`src/rtl/fp2int_pkg.sv`:
```
package fp2int_pkg;
  localparam int FP_W   = 32;
  localparam int EXP_W  = 8;
  localparam int FRAC_W = 23;
  localparam int SIG_W  = FRAC_W + 1;
  localparam int BIAS   = 127;
  localparam int INT_W  = 64;
  localparam int HALF_W = INT_W / 2;

  typedef enum logic [2:0] {
    RM_NEAR_EVEN = 3'b000,
    RM_ZERO      = 3'b001,
    RM_DOWN      = 3'b010,
    RM_UP        = 3'b011,
    RM_NEAR_MAX  = 3'b100
  } rmode_e;

  typedef struct packed {
    logic             is_nan;
    logic             huge;
    logic             sign;
    logic [INT_W-1:0] ipart;
    logic             rbit;
    logic             sbit;
  } unpk_t;
endpackage

```
`src/rtl/fp2int_unpack.sv`:
```
module fp2int_unpack
  import fp2int_pkg::*;
(
  input  logic [FP_W-1:0] bits_i,
  output unpk_t           u_o
);
  localparam int LSH_BASE = BIAS + FRAC_W;
  localparam int RS_MAX   = SIG_W + 2;
  localparam int HUGE_EXP = BIAS + INT_W;
  localparam int WIDE_W   = SIG_W + RS_MAX;

  logic [EXP_W-1:0]  ex;
  logic [FRAC_W-1:0] frac;
  logic [EXP_W-1:0]  e_eff;
  logic [SIG_W-1:0]  sig;
  logic [EXP_W-1:0]  lamt;
  logic [EXP_W-1:0]  ramt;
  logic [WIDE_W-1:0] wide;

  assign ex    = bits_i[FP_W-2 -: EXP_W];
  assign frac  = bits_i[FRAC_W-1:0];
  assign e_eff = (ex == '0) ? EXP_W'(1) : ex;
  assign sig   = {(ex != '0), frac};

  always_comb begin
    u_o        = '0;
    u_o.sign   = bits_i[FP_W-1];
    u_o.is_nan = (&ex) && (frac != '0);
    u_o.huge   = !u_o.is_nan && ((&ex) || (ex >= EXP_W'(HUGE_EXP)));
    lamt = '0;
    ramt = '0;
    wide = '0;
    if (e_eff >= EXP_W'(LSH_BASE)) begin
      lamt    = e_eff - EXP_W'(LSH_BASE);
      u_o.ipart = INT_W'(sig) << lamt;
    end else begin
      ramt = EXP_W'(LSH_BASE) - e_eff;
      if (ramt > EXP_W'(RS_MAX)) ramt = EXP_W'(RS_MAX);
      wide      = {sig, {RS_MAX{1'b0}}} >> ramt;
      u_o.ipart = INT_W'(wide[WIDE_W-1:RS_MAX]);
      u_o.rbit  = wide[RS_MAX-1];
      u_o.sbit  = |wide[RS_MAX-2:0];
    end
  end
endmodule

```
`src/rtl/fp2int_round.sv`:
```
module fp2int_round
  import fp2int_pkg::*;
(
  input  unpk_t          u_i,
  input  logic [2:0]     mode_i,
  output logic [INT_W:0] mag_o,
  output logic           inexact_o
);
  logic inc;
  logic frac_nz;

  assign frac_nz = u_i.rbit | u_i.sbit;

  always_comb begin
    case (rmode_e'(mode_i))
      RM_NEAR_EVEN: inc = u_i.rbit & (u_i.sbit | u_i.ipart[0]);
      RM_ZERO:      inc = 1'b0;
      RM_DOWN:      inc = u_i.sign & frac_nz;
      RM_UP:        inc = ~u_i.sign & frac_nz;
      RM_NEAR_MAX:  inc = u_i.rbit;
      default:      inc = 1'b0;
    endcase
  end

  assign mag_o     = {1'b0, u_i.ipart} + (INT_W+1)'(inc);
  assign inexact_o = frac_nz;
endmodule

```
`src/rtl/fp2int_clip.sv`:
```
module fp2int_clip
  import fp2int_pkg::*;
(
  input  logic             is_nan_i,
  input  logic             huge_i,
  input  logic             sign_i,
  input  logic [INT_W:0]   mag_i,
  input  logic             inexact_i,
  input  logic             signed_i,
  input  logic             wide_i,
  output logic [INT_W-1:0] res_o,
  output logic             nv_o,
  output logic             nx_o
);
  localparam logic [INT_W:0] SW_POS = {2'b00, {(INT_W-1){1'b1}}};
  localparam logic [INT_W:0] SW_NEG = {2'b01, {(INT_W-1){1'b0}}};
  localparam logic [INT_W:0] UW_POS = {1'b0, {INT_W{1'b1}}};
  localparam logic [INT_W:0] SN_POS = {{(INT_W-HALF_W+2){1'b0}}, {(HALF_W-1){1'b1}}};
  localparam logic [INT_W:0] SN_NEG = {{(INT_W-HALF_W+1){1'b0}}, 1'b1, {(HALF_W-1){1'b0}}};
  localparam logic [INT_W:0] UN_POS = {{(INT_W-HALF_W+1){1'b0}}, {HALF_W{1'b1}}};

  logic [INT_W:0]   pos_lim, neg_lim;
  logic [INT_W-1:0] max_res, min_res;
  logic [INT_W-1:0] val;
  logic             over;

  always_comb begin
    case ({signed_i, wide_i})
      2'b11: begin
        pos_lim = SW_POS; neg_lim = SW_NEG;
        max_res = {1'b0, {(INT_W-1){1'b1}}};
        min_res = {1'b1, {(INT_W-1){1'b0}}};
      end
      2'b10: begin
        pos_lim = SN_POS; neg_lim = SN_NEG;
        max_res = {{(HALF_W+1){1'b0}}, {(HALF_W-1){1'b1}}};
        min_res = {{(HALF_W+1){1'b1}}, {(HALF_W-1){1'b0}}};
      end
      2'b01: begin
        pos_lim = UW_POS; neg_lim = '0;
        max_res = '1; min_res = '0;
      end
      default: begin
        pos_lim = UN_POS; neg_lim = '0;
        max_res = '1; min_res = '0;
      end
    endcase
  end

  always_comb begin
    over = huge_i | (sign_i ? (mag_i > neg_lim) : (mag_i > pos_lim));
    val  = sign_i ? -mag_i[INT_W-1:0] : mag_i[INT_W-1:0];
    if (!wide_i) val = {{HALF_W{val[HALF_W-1]}}, val[HALF_W-1:0]};
    if (is_nan_i)             res_o = max_res;
    else if (over && sign_i)  res_o = min_res;
    else if (over)            res_o = max_res;
    else                      res_o = val;
    nv_o = is_nan_i | over;
    nx_o = inexact_i & ~nv_o;
  end
endmodule

```
`src/rtl/fp2int_sat.sv`:
```
module fp2int_sat
  import fp2int_pkg::*;
(
  input  logic             clk,
  input  logic             rst_n,
  input  logic             in_valid,
  output logic             in_ready,
  input  logic [FP_W-1:0]  in_bits,
  input  logic [2:0]       in_mode,
  input  logic             in_signed,
  input  logic             in_wide,
  output logic             out_valid,
  input  logic             out_ready,
  output logic [INT_W-1:0] out_data,
  output logic             out_nv,
  output logic             out_nx
);
  unpk_t            unp_d, s1_u;
  logic             s1_valid;
  logic [2:0]       s1_mode;
  logic             s1_signed, s1_wide;
  logic             out_adv, s1_adv;
  logic [INT_W:0]   rnd_mag;
  logic             rnd_inexact;
  logic [INT_W-1:0] clip_res;
  logic             clip_nv, clip_nx;
  logic             out_wide_q;

  assign out_adv  = !out_valid || out_ready;
  assign s1_adv   = !s1_valid || out_adv;
  assign in_ready = s1_adv;

  fp2int_unpack u_unpack (
    .bits_i (in_bits),
    .u_o    (unp_d)
  );

  always_ff @(posedge clk or negedge rst_n) begin
    if (!rst_n) begin
      s1_valid  <= 1'b0;
      s1_u      <= '0;
      s1_mode   <= '0;
      s1_signed <= 1'b0;
      s1_wide   <= 1'b0;
    end else if (s1_adv) begin
      s1_valid <= in_valid;
      if (in_valid) begin
        s1_u      <= unp_d;
        s1_mode   <= in_mode;
        s1_signed <= in_signed;
        s1_wide   <= in_wide;
      end
    end
  end

  fp2int_round u_round (
    .u_i       (s1_u),
    .mode_i    (s1_mode),
    .mag_o     (rnd_mag),
    .inexact_o (rnd_inexact)
  );

  fp2int_clip u_clip (
    .is_nan_i  (s1_u.is_nan),
    .huge_i    (s1_u.huge),
    .sign_i    (s1_u.sign),
    .mag_i     (rnd_mag),
    .inexact_i (rnd_inexact),
    .signed_i  (s1_signed),
    .wide_i    (s1_wide),
    .res_o     (clip_res),
    .nv_o      (clip_nv),
    .nx_o      (clip_nx)
  );

  always_ff @(posedge clk or negedge rst_n) begin
    if (!rst_n) begin
      out_valid  <= 1'b0;
      out_data   <= '0;
      out_nv     <= 1'b0;
      out_nx     <= 1'b0;
      out_wide_q <= 1'b0;
    end else if (out_adv) begin
      out_valid <= s1_valid;
      if (s1_valid) begin
        out_data   <= clip_res;
        out_nv     <= clip_nv;
        out_nx     <= clip_nx;
        out_wide_q <= s1_wide;
      end
    end
  end


  out_hold_chk: assert property (@(posedge clk) disable iff (!rst_n)
    out_valid && !out_ready |=> out_valid && $stable(out_data) && $stable(out_nv) && $stable(out_nx));


  mid_hold_chk: assert property (@(posedge clk) disable iff (!rst_n)
    s1_valid && out_valid && !out_ready |=> s1_valid && $stable(s1_u) && $stable(s1_mode));


  flag_excl_chk: assert property (@(posedge clk) disable iff (!rst_n)
    out_valid |-> !(out_nv && out_nx));


  sext_chk: assert property (@(posedge clk) disable iff (!rst_n)
    out_valid && !out_wide_q |-> out_data[INT_W-1:HALF_W] == {HALF_W{out_data[HALF_W-1]}});
endmodule

```
`config.mk`:
```
export PLATFORM = sky130hd
export DESIGN_NAME = fp2int_sat
export DESIGN_NICKNAME = d
export VERILOG_FILES = /design/src/rtl/fp2int_pkg.sv /design/src/rtl/fp2int_unpack.sv /design/src/rtl/fp2int_round.sv /design/src/rtl/fp2int_clip.sv /design/src/rtl/fp2int_sat.sv
export SDC_FILE = /design/constraint.sdc
export NUM_CORES = 1
export LEC_CHECK = 0
export BUFFER_PORTS_ARGS = -buffer_cell sky130_fd_sc_hd__buf_4
export CAP_MARGIN = 25
export CORE_ASPECT_RATIO = 1.2
export CORE_MARGIN = 3
export CORE_UTILIZATION = 40
export CTS_BUF_LIST = sky130_fd_sc_hd__clkbuf_4 sky130_fd_sc_hd__clkbuf_8
export DETAILED_ROUTE_END_ITERATION = 12
export PLACE_DENSITY = 0.61
export SYNTH_ARGS = -nofsm -noshare
export SYNTH_HDL_FRONTEND = slang
export SYNTH_SLANG_ARGS = --single-unit
export TNS_END_PERCENT = 30
```
`constraint.sdc`:
```
create_clock -name clk -period 6.45 [get_ports clk]
set_input_delay 1.29 -clock clk [delete_from_list [all_inputs] [get_ports clk]]
set_output_delay 1.29 -clock clk [all_outputs]
set_load 0.005 [all_outputs]
```
==> run_results.csv <==
group,metric,value,unit
synthesis,synthSimpleGateAreaFrac,0.289,
floorplanning,core,0.0362,mm2
clock_network,path_clk_slew,0.08,ns
worst_setup_path,required,6.87,ns
clock_network,clkSinkCount,142,
sta,max_clock_freq,0.166,GHz
clock_network,cts_tree,"done",
synthesis,ys.flop_type,"dfrtp_1",
synthesis,synthXorXnorAreaFrac,0.0596,
worst_setup_path,path_class,"reg -> reg",
synthesis,synth_top_family_by_area,"simple AND/OR/NAND/NOR gates",
worst_setup_path,cp_max_fo,11,
synthesis,synth_compound_area_frac,0.283,
pwr,power_switching,1.44,mW
sta,clock_skew,0.0136,ns
floorplanning,dieArea,0.0395,mm2
synthesis,synthAdderAreaFrac,0.0249,
grt,antenna_found_initial,1,
clock_network,cts_max_level,4,
drt,postRouteAntennaNets,0,
drt,wire_per_inst,23.0,um
worst_setup_path,crit_slowest_cell,"or4b_1",
sta,fin_crit,6.03,ns
grt,grt-ovfl-total,0,
synthesis,synth_seq_area_share,0.239,
synthesis,synth_top_area_frac,0.239,
worst_setup_path,path_depth,19,
pwr,p_int,2.00,mW
grt,grt_max_degree,82,
pwr,power_density,209,mW/mm2
worst_setup_path,max_stage_delay,0.70,ns
pwr,vdd_drop_max,0.134,mV
layout,drive_gt1_frac,0.119,
sta,worst_slew_pin_slew,0.979,ns
outcome,status,"finished clean",
hold_path,hold_depth,1,
synthesis,synth_fp_nets,2094,
worst_setup_path,crit_arrival,6.45,ns
grt,grt_pass1_vias,15600,
worst_setup_path,path_cells,"nand2_1 > mux2_2 > o32a_1 > nor2_1 > ha_1 > ha_1 > buf_4 > nand4_1 > o21ai_0 > nand2_1 > or4b_1 > or4bb_1 > or4_1 > or3_1 > o41ai_1 > xnor2_1 > a21oi_1 > or3_1 > a21oi_1",
place,dp_hpwl,45.2,mm
drt,viasPerCell,6.49,
place,gp_congestion,0.981,
synthesis,synth_area_per_cell,7.33,um2
sta,slew_headroom,0.345,
synthesis,yosys_warnings,0,
synthesis,netlist_area,0.0148,mm2
hold_path,worstHoldStart,"s1_valid",
floorplanning,std_cell_rows,76,
sta,final-setup-viol-count,0,
synthesis,synth_area_leader_cell,"dfrtp_1",
synthesis,ys_types,92,
synthesis,yosys-top-cells-count,"nand2_1, nor2_1, o21ai_0",
drt,top_layer_used,"met4",
worst_setup_path,worstSetupStartpoint,"s1_mode[1]",
pwr,p_leak,6.55,nW
clock_network,cts_made_buffers,17,
layout,finalCoreUtilization,0.454,
job,cap_viol_max_count,0,
synthesis,synth_most_common_cell,"nand2_1",
worst_setup_path,cp-start-kind,"flip-flop",
pwr,combPwrFrac,0.455,
clock_network,clock_path_buffers,2,
sta,slew_viol_final,0,
drt,drcViolationCount,0,
grt,grt_use_total,0.286,
synthesis,synth_area_leaders,"dfrtp_1, nand2_1, nor2_1",
synthesis,syn_inst,2025,
layout,num-fill-cells,3765,
clock_network,root_buffer,"clkbuf_8",
synthesis,synth_mux_area_frac,0.0478,
hold_path,hp-class,"reg -> reg",
grt,grt_pass1_wl,90.5,mm
worst_setup_path,critPathTopFamily,"simple AND/OR/NAND/NOR gates",
drt,wl_met3,3.13,mm
floorplanning,die_y,217,um
drt,drt_first_pass_iters,6,
worst_setup_path,r2r_cells,19,
drt,via_count,16400,
clock_network,clk_latency,0.49,ns
worst_setup_path,regToRegStartpoint,"s1_mode[1]",
floorplanning,pin_count,109,
sta,rsz0062_at_grt,"no",
pwr,p_seq_frac,0.352,
floorplanning,start_util,0.410,
pwr,switching_share,0.419,
place,numPortBuffers,108,
layout,nets,2115,
layout,area_delta_synth_final,10.9,%
floorplanning,die_x,182,um
sta,setup_tns,0,ns
synthesis,yosys_register_bits,142,
synthesis,synthArstFlopShare,1.00,
drt,dr_wl_met2,26.9,mm
worst_setup_path,path_buf_inv,1,
sta,finalCritPeriodShare,0.935,
sta,finalHoldViolations,0,
synthesis,synth_edf_count,0,
drt,drt_wl_total,58.3,mm
worst_setup_path,setup.worst_path.end_class,"flip-flop",
drt,met1Wirelength,24.0,mm
drt,drt_iter0_drc,1472,
pwr,pwr-share-clk,0.193,
placed cells by master, fill, tap and decap left out, types with 15 or more instances in the layout:
cell	netlist	layout
and3_1	31	31
a211oi_1	35	35
a211o_1	27	27
and2_1	19	18
and4_1	18	18
or3_1	37	37
nor2_1	208	208
xor2_1	32	32
a22o_1	20	20
dfrtp_1	142	141
inv_1	43	43
nor3_1	55	54
o21a_1	16	16
or4_1	24	24
nand3_1	90	90
nand2_1	223	222
xnor2_1	69	66
nor4_1	44	44
a31oi_1	24	24
a22oi_1	16	16
nand4_1	47	47
buf_4	5	165
ha_1	28	28
o22ai_1	34	34
mux2i_1	54	54
clkbuf_8	0	17
o31ai_1	24	23
a21oi_1	122	121
nand2b_1	15	15
o21ai_0	149	149
per-layer routing:
metal,up-vias,GRT usage
li1,7667,-
met4,0,0.191
met3,197,0.0289
met2,765,0.465
met1,7768,0.361
met5,-,0
state kept, by name, indices dropped and copies added (netlist names):
register,count
out_data,64
out_nv,1
out_nx,1
out_valid,1
s1_mode,3
s1_signed,1
s1_u,69
s1_valid,1
s1_wide,1
layout make-up:
| type | count | area [um2] | share of cell area |
|---|---|---|---|
| diodes | 1 | 2.50 | 0.000152 |
| well taps | 468 | 586 | 0.0356 |
| flip-flops and latches | 142 | 3550 | 0.216 |
| inverters | 45 | 169 | 0.0103 |
| multi-input cells | 1672 | 10500 | 0.638 |
| clock buffers | 17 | 234 | 0.0142 |
| clock inverters | 15 | 124 | 0.00752 |
| repair buffers | 168 | 1290 | 0.0784 |
worst reg2reg max path, stage by stage (launching register included):
cell and delay (ns):
dfrtp_1 0.39, nand2_1 0.06, mux2_2 0.25, o32a_1 0.33
nor2_1 0.14, ha_1 0.25, ha_1 0.19, buf_4 0.18
nand4_1 0.12, o21ai_0 0.38, nand2_1 0.23, or4b_1 0.70
or4bb_1 0.54, or4_1 0.52, or3_1 0.47, o41ai_1 0.46
xnor2_1 0.18, a21oi_1 0.09, or3_1 0.34, a21oi_1 0.15
power by group through the flow:
stage	registers (mW)	clock network, mW	logic [mW]
after CTS	1.21	0.682	1.55
after global placement	1.22	0	1.53
final	1.21	0.664	1.57
after floorplan	1.18	0	0.958
after global routing	1.24	0.720	1.71
after detailed placement	1.23	0	1.54
cells by family after synthesis:
group,Yosys count
compound gates,620
mux,63
flops,142
buf+inv,211
fa+ha+maj,30
xor+xnor,101
simple gates,858
worst paths after layout:
kind	endpoint	slack (ns)
min in group asynchronous	out_data[57]	0.79
max in group asynchronous	s1_valid	4.28
max	out_data[42]	0.42
max reg2reg	out_data[42]	0.42
min	out_valid	0.52
min reg2reg	out_valid	0.52
repair_timing:
action                                  in CTS  in global routing
buffers inserted                             0                  3
endpoints found under the setup margin       0                 55
resized for setup                            0                  3
hold buffers                                 0                  0
metrics by stage:
step	cell area [um2]	instances	setup slack (ns)	power, mW	hold WS (ns)
after global placement	16000	2490	0.492	2.76	0.488
after detailed placement	16100	2491	0.357	2.77	0.496
after floorplan	14800	2025	0.567	2.14	0.462
after global routing	16500	2528	0.0562	3.67	0.548
final	16500	2528	0.419	3.45	0.520
after CTS	16400	2523	0.343	3.44	0.529
(Power assumes the default switching activity.)
